## src/rtl/rx_dest_filter_pkg.sv

```systemverilog
package rx_dest_filter_pkg;

  localparam logic [31:0] CRC_POLY = 32'hEDB8_8320;
  localparam logic [31:0] CRC_INIT = 32'hFFFF_FFFF;

  typedef struct packed {
    logic start;   // byte 0 of a new frame
    logic take;    // shift byte into history and CRC
    logic decide;  // last address byte: register verdict
    logic abort;   // frame ended early: register reject
  } filtStrobe_t;

  // Reflected CRC-32 update over one byte, LSB first
  function automatic logic [31:0] crcByte(input logic [31:0] crcIn, input logic [7:0] dataIn);
    logic [31:0] c;
    c = crcIn;
    for (int j = 0; j < 8; j++) begin
      if (c[0] ^ dataIn[j]) c = (c >> 1) ^ CRC_POLY;
      else c = c >> 1;
    end
    return c;
  endfunction

endpackage

```

## src/rtl/rx_dest_filter_ctrl.sv

```systemverilog
module rx_dest_filter_ctrl
  import rx_dest_filter_pkg::*;
#(
  parameter int ADDR_BYTES = 6
) (
  input  logic        clk,
  input  logic        rstN,
  input  logic        byteValid,
  input  logic        byteSof,
  input  logic        byteEof,
  output filtStrobe_t strb
);
  localparam int CNT_W = $clog2(ADDR_BYTES + 1);
  localparam logic [CNT_W-1:0] LAST_IDX = CNT_W'(ADDR_BYTES - 1);

  typedef enum logic [1:0] {ST_IDLE, ST_COLLECT, ST_DONE} ctrlState_t;

  ctrlState_t state;
  logic [CNT_W-1:0] byteCnt;

  always_comb begin
    strb = '0;
    if (byteValid) begin
      if (byteSof) begin
        strb.start = 1'b1;
        strb.take  = 1'b1;
        strb.abort = byteEof;
      end else if (state == ST_COLLECT) begin
        strb.take = 1'b1;
        if (byteCnt == LAST_IDX) strb.decide = 1'b1;
        else if (byteEof) strb.abort = 1'b1;
      end
    end
  end

  always_ff @(posedge clk) begin
    if (!rstN) begin
      state   <= ST_IDLE;
      byteCnt <= '0;
    end else if (byteValid) begin
      if (byteSof) begin
        state   <= byteEof ? ST_IDLE : ST_COLLECT;
        byteCnt <= CNT_W'(1);
      end else begin
        case (state)
          ST_COLLECT: begin
            if (byteCnt == LAST_IDX) state <= ST_DONE;
            else if (byteEof) state <= ST_IDLE;
            byteCnt <= byteCnt + CNT_W'(1);
          end
          ST_DONE: if (byteEof) state <= ST_IDLE;
          default: state <= ST_IDLE;
        endcase
      end
    end
  end

endmodule

```

## src/rtl/rx_dest_filter_dpath.sv

```systemverilog
module rx_dest_filter_dpath
  import rx_dest_filter_pkg::*;
#(
  parameter int ADDR_BYTES = 6,
  parameter int HASH_BITS  = 6
) (
  input  logic                        clk,
  input  logic                        rstN,
  input  filtStrobe_t                 strb,
  input  logic [7:0]                  byteData,
  input  logic                        rxEnable,
  input  logic                        promiscEnable,
  input  logic                        hashEnable,
  input  logic [8*ADDR_BYTES-1:0]     stationAddr,
  input  logic [(1<<HASH_BITS)-1:0]   hashTable,
  output logic                        verdictValid,
  output logic                        verdictAccept
);
  localparam int ADDR_W = 8 * ADDR_BYTES;
  localparam int HIST_W = ADDR_W - 8;

  logic [HIST_W-1:0]    addrHist;
  logic [31:0]          crcReg;
  logic [31:0]          crcNext;
  logic [ADDR_W-1:0]    fullAddr;
  logic [ADDR_BYTES-1:0] byteHit;
  logic [HASH_BITS-1:0] hashIdx;
  logic                 stationHit;
  logic                 bcastHit;
  logic                 hashHit;
  logic                 acceptNow;

  assign crcNext  = crcByte(strb.start ? CRC_INIT : crcReg, byteData);
  assign fullAddr = {addrHist, byteData};
  assign hashIdx  = crcNext[31 -: HASH_BITS];

  // Per-byte station compare: byte n sits in the n-th octet from the top
  for (genvar n = 0; n < ADDR_BYTES; n++) begin : g_cmp
    assign byteHit[n] = fullAddr[ADDR_W-1-8*n -: 8] == stationAddr[ADDR_W-1-8*n -: 8];
  end

  assign stationHit = &byteHit;
  assign bcastHit   = &fullAddr;
  assign hashHit    = hashEnable & hashTable[hashIdx];
  assign acceptNow  = rxEnable & (promiscEnable | stationHit | bcastHit | hashHit);

  always_ff @(posedge clk) begin
    if (!rstN) begin
      addrHist      <= '0;
      crcReg        <= CRC_INIT;
      verdictValid  <= 1'b0;
      verdictAccept <= 1'b0;
    end else begin
      if (strb.take) begin
        addrHist <= fullAddr[HIST_W-1:0];
        crcReg   <= crcNext;
      end
      verdictValid  <= strb.decide | strb.abort;
      verdictAccept <= strb.decide & acceptNow;
    end
  end

endmodule

```

## src/rtl/rx_dest_filter.sv

```systemverilog
module rx_dest_filter
  import rx_dest_filter_pkg::*;
#(
  parameter int ADDR_BYTES = 6,
  parameter int HASH_BITS  = 6
) (
  input  logic                      clk,
  input  logic                      rstN,
  input  logic                      byteValid,
  input  logic [7:0]                byteData,
  input  logic                      byteSof,
  input  logic                      byteEof,
  input  logic                      rxEnable,
  input  logic                      promiscEnable,
  input  logic                      hashEnable,
  input  logic [8*ADDR_BYTES-1:0]   stationAddr,
  input  logic [(1<<HASH_BITS)-1:0] hashTable,
  output logic                      verdictValid,
  output logic                      verdictAccept
);
  filtStrobe_t strb;

  rx_dest_filter_ctrl #(.ADDR_BYTES(ADDR_BYTES)) u_ctrl (
    .clk(clk), .rstN(rstN), .byteValid(byteValid),
    .byteSof(byteSof), .byteEof(byteEof), .strb(strb)
  );

  rx_dest_filter_dpath #(.ADDR_BYTES(ADDR_BYTES), .HASH_BITS(HASH_BITS)) u_dpath (
    .clk(clk), .rstN(rstN), .strb(strb), .byteData(byteData),
    .rxEnable(rxEnable), .promiscEnable(promiscEnable), .hashEnable(hashEnable),
    .stationAddr(stationAddr), .hashTable(hashTable),
    .verdictValid(verdictValid), .verdictAccept(verdictAccept)
  );

endmodule

```

## config.mk

```make
export PLATFORM = sky130hd
export DESIGN_NAME = rx_dest_filter
export DESIGN_NICKNAME = d
export VERILOG_FILES = /design/src/rtl/rx_dest_filter_pkg.sv /design/src/rtl/rx_dest_filter_ctrl.sv /design/src/rtl/rx_dest_filter_dpath.sv /design/src/rtl/rx_dest_filter.sv
export SDC_FILE = /design/constraint.sdc
export NUM_CORES = 1
export LEC_CHECK = 0
export ABC_AREA = 1
export BUFFER_PORTS_ARGS = -buffer_cell sky130_fd_sc_hd__clkbuf_2
export CAP_MARGIN = 0
export CORE_MARGIN = 2
export CORE_UTILIZATION = 59
export DETAILED_ROUTE_END_ITERATION = 10
export GPL_TIMING_DRIVEN = 1
export PLACE_DENSITY = 0.86
export RECOVER_POWER = 50
export SETUP_SLACK_MARGIN = 0.4
export SLEW_MARGIN = 20
export SYNTH_ARGS = -nofsm -noshare
export SYNTH_HDL_FRONTEND = slang
export SYNTH_SLANG_ARGS = --single-unit
```

## constraint.sdc

```tcl
create_clock -name clk -period 3.4 [get_ports clk]
set_clock_uncertainty 0.2 [all_clocks]
set_input_delay 0.34 -clock clk [delete_from_list [all_inputs] [get_ports clk]]
set_output_delay 0.34 -clock clk [all_outputs]
set_load 0.03 [all_outputs]
```

==> flow_summary.toml <==
[final_layout]
postLayoutCoreUtil_pct = 69.9
drive_above_1_share_pct = 21.3
nNetsFinal = 1064
area_growth_pct = 15.3
antenna_cells = 0
final_common_cell = "nand2_1"
final_area_um2 = 6430
fill_cells = 816
layout_common_cells = "nand2_1 (157), clkbuf_2 (128), inv_1 (97)"

[global_route]
grt_pass1_wl_um = 22500
grt_max_degree = 65
antenna_found_initial = 0
gr-total-overflow = 0
grt_pass1_vias = 5133
grtUsageTotal_pct = 26.8

[pwr]
swShare_pct = 37.1
power_leakage_nw = 3.20
p_int_mw = 1.83
seqPwrFrac_pct = 36.4
p_switching_mw = 1.08
p_comb_share_pct = 37.2
vdd_ir_drop_max_uv = 257
p_clk_share_pct = 26.4
power_density_nw_per_um2 = 453

[worst_hold_path]
min_to = "u_dpath.verdictAccept"
whs_path_depth = 3
min_from = "hashEnable"
hp-class = "input port to flip-flop"

[setup_path]
cp-startpoint = "byteSof"
critPathLaunchType = "input port"
rr_endpoint = "u_dpath.verdictAccept"
reg2reg_slack_ns = 0.65
reg2reg_depth = 18
timing.rr.start = "u_dpath.crcReg[0]"
critPathRequiredTime_ns = 3.44
worstPathArrival_ns = 2.89
worstSetupPathType = "input port to flip-flop"
end_kind = "flip-flop"
cp_max_fo = 32

[clocking]
cts_setup_buffers = 0
ctsHoldBuffers = 0
cts_sinks = 79
clkLatencyLatePin_ns = 0.35
cts_root_buffer = "clkbuf_8"
cts_buffers = 9
cts.path.max_buffers = 2
clk_pin_slew_ns = 0.08
htree_levels = 3
cts_tree = "yes"
ctsResizeCount = 0

[logic_synthesis]
yosys_warnings = 0
synth_edf_count = 0
async_reset_ff_share_pct = 0
synth_nets = 954
ys_seq_elements = 79
syn_area_um2 = 5580
synth_ff_type = "dfxtp_1"
avgSynthCellArea_um2 = 6.79
synth-seq-area-share_pct = 28.3
synth_cell_type_count = 39
synthCells = 822

[timing]
whs_ns = 0.0443
maxSlewViolCount = 0
min_period_ns = 2.85
finalHoldViolCount = 0
rsz0062_at_grt = "no"
worst_slew_pin_slew_ns = 1.14
relSlewSlack_pct = 24.1
setup_viol = 0
clock.fmax_mhz = 351
period_share_pct = 83.8
setup_tns_ns = 0

[flow_run]
drv_cap = 0

[placed_design]
dp_hpwl_um = 10100
place_congestion = 0.880
port_buffers = 129
placed_cell_area_um2 = 6230

[drt]
via_per_inst = 5.33
drt-initial-drc-count = 377
first_pass_iters = 4
wl_um = 13500
detail-route-antenna-nets = 0
drc = 0
vias = 5582
wl_per_cell_um = 12.9

[floorplan]
fp-row-count = 35
start_util_pct = 60.7
die_w_um = 101
die_y_um = 101
die-area_um2 = 10200
coreArea_um2 = 9200
ios = 130

[run_status]
status = "completed"
-- through the flow --
step                instances  power (mW)  worst slack (ns)
floorplan                 822        1.94              1.10
global placement         1032        2.13             0.512
detailed placement       1032        2.15             0.433
CTS                      1048        2.92             0.760
global route             1048        3.10             0.274
finish                   1048        2.91             0.551
-- cell type report --
class | count | area [µm²] | share of cell area (%)
Multi-Input combinational cell | 604 | 3400 | 52.9
Sequential cell | 79 | 1580 | 24.6
Timing Repair Buffer | 135 | 707 | 11.0
Inverter | 103 | 389 | 6.05
Tap cell | 111 | 139 | 2.16
Clock buffer | 11 | 131 | 2.04
Clock inverter | 5 | 82.6 | 1.28
-- flip-flops by register name, summed over array words and instances, names as in the netlist --
signal / flops
u_dpath.crcReg: 32
u_dpath.addrHist: 40
u_ctrl.state: 2
u_ctrl.byteCnt: 3
u_dpath.verdictValid: 1
u_dpath.verdictAccept: 1
-- routing by layer --
layer  up-vias  part of all wire (%)  wire, µm  GRT usage [%]
li1       2866                     -         -              -
met1      2549                    45      6110           34.6
met2       151                    48      6550           46.4
met3        16                   5.3       722           4.90
met4         0                   1.2       159           6.96
met5         -                     0         0              0
-- synth_stat cells (9+ instances only) --
cell type  instances  area (µm²)
nand2_1          156         586
inv_1             96         360
nand3_1           80         400
nor2_1            80         300
dfxtp_1           79        1580
o21ai_0           56         280
xor2_1            52         455
a21oi_1           32         160
xnor2_1           29         254
clkbuf_1          22        82.6
nand4_1           19         119
nand2_4           18         203
nand2_2           15        93.8
o211ai_1          15         113
nor4_1            10        62.6
buf_6              9         101
-- worst max path at each step --
| stage | depth (start not counted) | end |
|---|---|---|
| after floorplan | 20 | u_dpath.verdictAccept |
| after global placement | 19 | u_dpath.verdictAccept |
| after detailed placement | 19 | u_dpath.verdictAccept |
| after CTS | 19 | u_dpath.verdictAccept |
| after global routing | 19 | u_dpath.verdictAccept |
| final | 19 | u_dpath.verdictAccept |
-- critical path, cell delays in order --
cell and delay [ns]:
clkbuf_2 0.14, nand2_4 0.29, nand3_1 0.15, nand2_1 0.38
nor2_1 0.13, nor2_2 0.17, nand2_2 0.11, nand2_4 0.14
nand2_2 0.08, nand2_4 0.24, nand2_1 0.08, nand3_1 0.09
nand3_1 0.08, nand2_1 0.09, nor2_1 0.04, nor2_1 0.12
nand2_1 0.06, nand3_1 0.09, a21oi_2 0.05
-- logic make-up (layout without fill, tap and decap cells) --
family          after synthesis  after routing  share of synthesized area [%]
simple gates                400            400                           34.6
buf+inv                     139            254                           10.7
compound gates              117            117                           12.0
xor+xnor                     83             83                           13.5
flops                        79             79                           28.3
fa+ha+maj                     4              4                          0.897
-- power by group through the flow --
stage	clock (mW)	sequential [mW]	combinational [mW]
2_1_floorplan	0	1.06	0.872
3_3_place_gp	0	1.08	1.06
3_5_place_dp	0	1.08	1.07
4_1_cts	0.780	1.06	1.08
5_1_grt	0.818	1.07	1.21
6_report	0.768	1.06	1.08
Note: power is estimated with default switching activity, not from simulation.
